[config.mk]
export PLATFORM = sky130hd
export DESIGN_NAME = irq_flag_reg
export DESIGN_NICKNAME = d
export VERILOG_FILES = /design/src/rtl/irqf_pkg.sv /design/src/rtl/irqf_pending.sv /design/src/rtl/irqf_arbiter.sv /design/src/rtl/irq_flag_reg.sv
export SDC_FILE = /design/constraint.sdc
export NUM_CORES = 1
export LEC_CHECK = 0
export CORE_AREA = 2 2 39 41
export CTS_CLUSTER_SIZE = 28
export DETAILED_ROUTE_END_ITERATION = 7
export DIE_AREA = 0 0 41 43
export SLEW_MARGIN = 15
export SYNTH_ARGS = -nofsm -noshare
export SYNTH_HDL_FRONTEND = slang
export SYNTH_SLANG_ARGS = --single-unit
[constraint.sdc]
create_clock -name clk -period 1.4 [get_ports clk]
set_clock_uncertainty 0.05 [all_clocks]
set_input_delay 0.14 -clock clk [delete_from_list [all_inputs] [get_ports clk]]
set_output_delay 0.14 -clock clk [all_outputs]
set_load 0.02 [all_outputs]
[src/rtl/irqf_pkg.sv]
package irqf_pkg;
  localparam int NSRC    = 4;
  localparam int REG_W   = 8;
  localparam int SUM_BIT = 7;
  localparam int B_MBI   = 0;
  localparam int B_MBO   = 1;
  localparam int B_ADP   = 2;
  localparam int B_CMD   = 3;

  function automatic logic [NSRC-1:0] mbox_mask();
    logic [NSRC-1:0] m;
    m = '0;
    m[B_MBI] = 1'b1;
    m[B_MBO] = 1'b1;
    return m;
  endfunction

  function automatic logic [NSRC-1:0] cmpl_mask();
    logic [NSRC-1:0] m;
    m = '0;
    m[B_ADP] = 1'b1;
    m[B_CMD] = 1'b1;
    return m;
  endfunction

  // Reserved bits read zero; summary at SUM_BIT.
  function automatic logic [REG_W-1:0] pack_flags(input logic sum, input logic [NSRC-1:0] f);
    logic [REG_W-1:0] b;
    b = '0;
    b[NSRC-1:0] = f;
    b[SUM_BIT]  = sum;
    return b;
  endfunction
endpackage

[src/rtl/irqf_pending.sv]
module irqf_pending #(
  parameter int N = 4
) (
  input  logic         clk,
  input  logic         por_n,
  input  logic         sync_clr,
  input  logic [N-1:0] set_vec,
  input  logic [N-1:0] take_vec,
  output logic [N-1:0] pend_q
);
  for (genvar i = 0; i < N; i++) begin : g_latch
    always_ff @(posedge clk or negedge por_n) begin
      if (!por_n)        pend_q[i] <= 1'b0;
      else if (sync_clr) pend_q[i] <= 1'b0;
      else               pend_q[i] <= (pend_q[i] | set_vec[i]) & ~take_vec[i];
    end

    // an event that is not taken is remembered
    assert_pend_kept_R9: assert property (@(posedge clk) disable iff (!por_n)
      (!sync_clr && set_vec[i] && !take_vec[i]) |=> pend_q[i]);
  end
endmodule

[src/rtl/irqf_arbiter.sv]
module irqf_arbiter
  import irqf_pkg::*;
#(
  parameter int N = NSRC
) (
  input  logic         clk,
  input  logic         por_n,
  input  logic [N-1:0] req_vec,
  input  logic [N-1:0] flags_q,
  input  logic         any_q,
  input  logic         data_full,
  input  logic         clr,
  output logic [N-1:0] post_vec
);
  logic cmpl_showing;
  logic mb_ok;
  logic cmpl_ok;

  always_comb begin
    cmpl_showing = |(flags_q & cmpl_mask());
    mb_ok        = !clr && !cmpl_showing;
    cmpl_ok      = !clr && !any_q && !data_full;
    post_vec     = req_vec & ((mbox_mask() & {N{mb_ok}}) | (cmpl_mask() & {N{cmpl_ok}}));
  end

  // mailbox never posted while a completion flag is showing
  assert_mbox_deferred_R4: assert property (@(posedge clk) disable iff (!por_n)
    (|(post_vec & mbox_mask())) |-> !(|(flags_q & cmpl_mask())));

  // completion only when idle and data-full low
  assert_cmpl_gate_R5: assert property (@(posedge clk) disable iff (!por_n)
    (|(post_vec & cmpl_mask())) |-> (!any_q && !data_full));
endmodule

[src/rtl/irq_flag_reg.sv]
module irq_flag_reg
  import irqf_pkg::*;
#(
  parameter int N_EV = NSRC,
  parameter int W    = REG_W
) (
  input  logic         clk,
  input  logic         por_n,
  input  logic         hard_rst,
  input  logic         soft_rst,
  input  logic         irq_reset,
  input  logic         mbo_int_en,
  input  logic         data_full,
  input  logic         ev_mbox_in,
  input  logic         ev_mbox_out,
  input  logic         ev_adp_cmplt,
  input  logic         ev_cmd_done,
  output logic [W-1:0] flag_byte,
  output logic         host_irq
);
  logic [N_EV-1:0] ev_vec;
  logic [N_EV-1:0] pend_q;
  logic [N_EV-1:0] req_vec;
  logic [N_EV-1:0] post_vec;
  logic [N_EV-1:0] flags_q;
  logic            any_q;
  logic            sync_clr;

  always_comb begin
    ev_vec        = '0;
    ev_vec[B_MBI] = ev_mbox_in;
    ev_vec[B_MBO] = ev_mbox_out & mbo_int_en;
    ev_vec[B_ADP] = ev_adp_cmplt;
    ev_vec[B_CMD] = ev_cmd_done;
    sync_clr      = hard_rst | soft_rst;
    req_vec       = pend_q | ev_vec;
  end

  irqf_pending #(.N(N_EV)) pend_i (
    .clk(clk), .por_n(por_n), .sync_clr(sync_clr),
    .set_vec(ev_vec), .take_vec(post_vec), .pend_q(pend_q)
  );

  irqf_arbiter #(.N(N_EV)) arb_i (
    .clk(clk), .por_n(por_n), .req_vec(req_vec), .flags_q(flags_q),
    .any_q(any_q), .data_full(data_full), .clr(irq_reset | sync_clr),
    .post_vec(post_vec)
  );

  always_ff @(posedge clk or negedge por_n) begin
    if (!por_n) begin
      flags_q <= '0;
      any_q   <= 1'b0;
    end else if (sync_clr || irq_reset) begin
      flags_q <= '0;
      any_q   <= 1'b0;
    end else begin
      flags_q <= flags_q | post_vec;
      any_q   <= any_q | (|post_vec);
    end
  end

  assign flag_byte = pack_flags(any_q, flags_q);
  assign host_irq  = any_q;

  // summary register tracks the cause bits
  assert_summary_R2: assert property (@(posedge clk) disable iff (!por_n)
    any_q == (|flags_q));

  // strobe empties the register at the next edge
  assert_clear_R6: assert property (@(posedge clk) disable iff (!por_n)
    irq_reset |=> (flags_q == '0 && !host_irq));

  // hard or soft reset wipes flags and pending
  assert_sync_reset_R7: assert property (@(posedge clk) disable iff (!por_n)
    sync_clr |=> (flags_q == '0 && pend_q == '0 && !host_irq));

  // disabled mailbox-out pulse leaves no trace
  assert_mbo_masked_R8: assert property (@(posedge clk) disable iff (!por_n)
    (!mbo_int_en && !pend_q[B_MBO] && !flags_q[B_MBO]) |=> (!pend_q[B_MBO] && !flags_q[B_MBO]));
endmodule

==> results.toml <==
[run_status]
status = "completed"

[worst_setup_path]
critPathKind = "reg2out"
arrival_ns = 0.96
slowest_stage = "dfrtp_1"
path_cells = "dlygate4sd2_1"
critPathMaxStageDelay_ns = 0.39
startpoint_type = "flop"
path_delay_family = "flip-flops"
crit_buf_inv = 1
crit_fanout = 3
rrSetupSlack_ns = 0.32
worstPathRequired_ns = 1.21
critPathCaptureType = "output pin"

[grt]
grt_max_degree = 10
track_usage = 0.101
grt_pass1_vias = 292
globalRouteOverflowTotal = 0
grt_pass1_wl_um = 1140
antenna_found_initial = 0

[place]
dp_hpwl_um = 624
placed_cells = 71
place_congestion = 0.734
placed_cell_area_um2 = 589
io_buffers = 16

[clocking]
ctsLongestPathBuffers = 2
cts-root-buf = "clkbuf_4"
tritoncts = "yes"
clk_pin_slew_worst_paths_ns = 0.06
postCtsSetupBuffers = 0
cts.htree.levels = 1
cts-buffers-inserted = 3
cts.sinks = 9
clock_latency_ns = 0.26

[die]
ios = 20
die_w_um = 41
dieArea_mm2 = 0.00176
die_h_um = 43
initial_core_util = 0.296
core_area_mm2 = 0.00138
rows = 14

[timing]
hold_viol_final = 0
rsz0062_at_grt = "no"
fmax_mhz = 866
period_share = 0.825
hold_slack_ns = 0.120
drv_slew = 0
setup-tns-final_ns = 0
setup_violations = 0
final.min_clock_period_ns = 1.15

[worst_hold_path]
hold_path.class = "in2async"

[routing]
first_pass_iters = 4
drc = 0
ant_nets = 0
drt-wirelength-per-cell_um = 10.5
drt_first_iter_violations = 6
vias_per_cell = 4.31
vias = 323
routed_wl_um = 788

[yosys]
synthArstFlopShare = 1.00
postSynthCellCount = 38
syn_area_um2 = 409
ys_ff_latch = 9
synth_xor_area_frac = 0
synth_edf_count = 0
synth_top_area_share = 0.550
synth_top_area_cell = "dfrtp_1"
synth-simple-area-share = 0.183
ys_seq_area_frac = 0.550
synth_fa_ha_area_frac = 0
synth_cell_types = 13
synth.area.mux_share = 0
yosys-top-cells-count = "dfrtp_1, nor2_1, buf_4, nor3_1, o21a_1"
yosys_warnings = 0
synth_flop_cell = "dfrtp_1"
synthTopCellsByArea = "dfrtp_1, buf_4, o21a_1"
synth-compound-area-share = 0.183
synth_area_per_cell_um2 = 10.8
synth_top_family_by_area = "compound AO/OA/AOI/OAI gates"
yosysMostFrequentCell = "dfrtp_1"

[pwr]
powerDensity_mw_per_mm2 = 922
p_leak_nw = 0.301
ir_drop_mv = 0.371
finalPower_w = 0.000561

[finish]
area_growth_pct = 48.6
fillCellCount = 140
drive_gt1_frac = 0.169
stdcell_area_um2 = 608
multi_input_area_um2 = 161
fin_cells = 75
fin_nets = 71
diodes = 0
seq_area_um2 = 225

[run]
drv_cap = 0
-- layer usage --
layer  track usage  vias to the layer above  wire length [um]
met5             0                        -                 0
met4         0.100                        0                14
met3        0.0157                        2                44
met2         0.144                        9               392
met1         0.119                      146               337
li1              -                      166                 -
-- cells in the final DEF, fill, tap and decap left out --
| master | instances |
|---|---|
| a21oi_1 | 1 |
| a21oi_2 | 1 |
| clkbuf_4 | 3 |
| clkbuf_1 | 1 |
| o21a_1 | 4 |
| nor2_2 | 2 |
| clkdlybuf4s50_1 | 10 |
| a21boi_0 | 1 |
| o31ai_1 | 2 |
| nor3_4 | 1 |
| dfrtp_1 | 9 |
| conb_1 | 3 |
| buf_4 | 3 |
| o31a_1 | 1 |
| nor2_1 | 7 |
| nor3_1 | 4 |
| dlygate4sd2_1 | 6 |
-- sequential cells by signal, indices dropped and copies added, names as in the netlist --
signal and flops:
flags_q 4, pend_i.pend_q 4, host_irq 1
-- logic make-up after synthesis --
logic type,count (synthesis)
buffers and inverters,4
DFF,9
and+or+nand+nor,14
other,1
AOI/OAI and AO/OA,10
-- worst register-to-register path, cell delays in order, from the launching register on --
cell and delay (ns):
dfrtp_1 0.39, buf_4 0.15, o31ai_1 0.30, nor2_1 0.08
-- stage by stage --
stage | utilization | worst slack, ns
floorplan | - | 0.320
CTS | 0.439 | 0.229
global placement | 0.426 | 0.117
finish | 0.439 | 0.245
global route | 0.439 | 0.214
detailed placement | 0.426 | 0.104
-- area by class of cell --
class | count | area share
Clock buffer | 4 | 0.0432
Multi-Input combinational cell | 27 | 0.265
Sequential cell | 9 | 0.370
Tap cell | 16 | 0.0329
Timing Repair Buffer | 19 | 0.288
-- path summary, 6_finish.rpt --
kind | startpoint | endpoint | cells after the start
max in group asynchronous | por_n | flags_q[1] | 1
worst min-delay path | por_n | pend_i.pend_q[3] | 1
min in group clk | flags_q[1] | flags_q[1] | 1
worst max register to register | host_irq | pend_i.pend_q[3] | 3
worst max-delay path | host_irq | host_irq | 1
worst min register to register | flags_q[1] | flags_q[1] | 1
-- report_power, final --
| group | switching [W] | leakage [nW] | internal, W |
|---|---|---|---|
| clock network | 0.0000867 | 0.0150 | 0.000110 |
| logic | 0.0000473 | 0.162 | 0.0000455 |
| registers | 0.00000370 | 0.123 | 0.000268 |
-- timing repair --
item / in CTS / in global routing
gates resized for setup: 6 / 0
hold buffers: 0 / 0
setup endpoints to repair: 6 / 0
No activity file was read; power rests on OpenSTA's default activity.
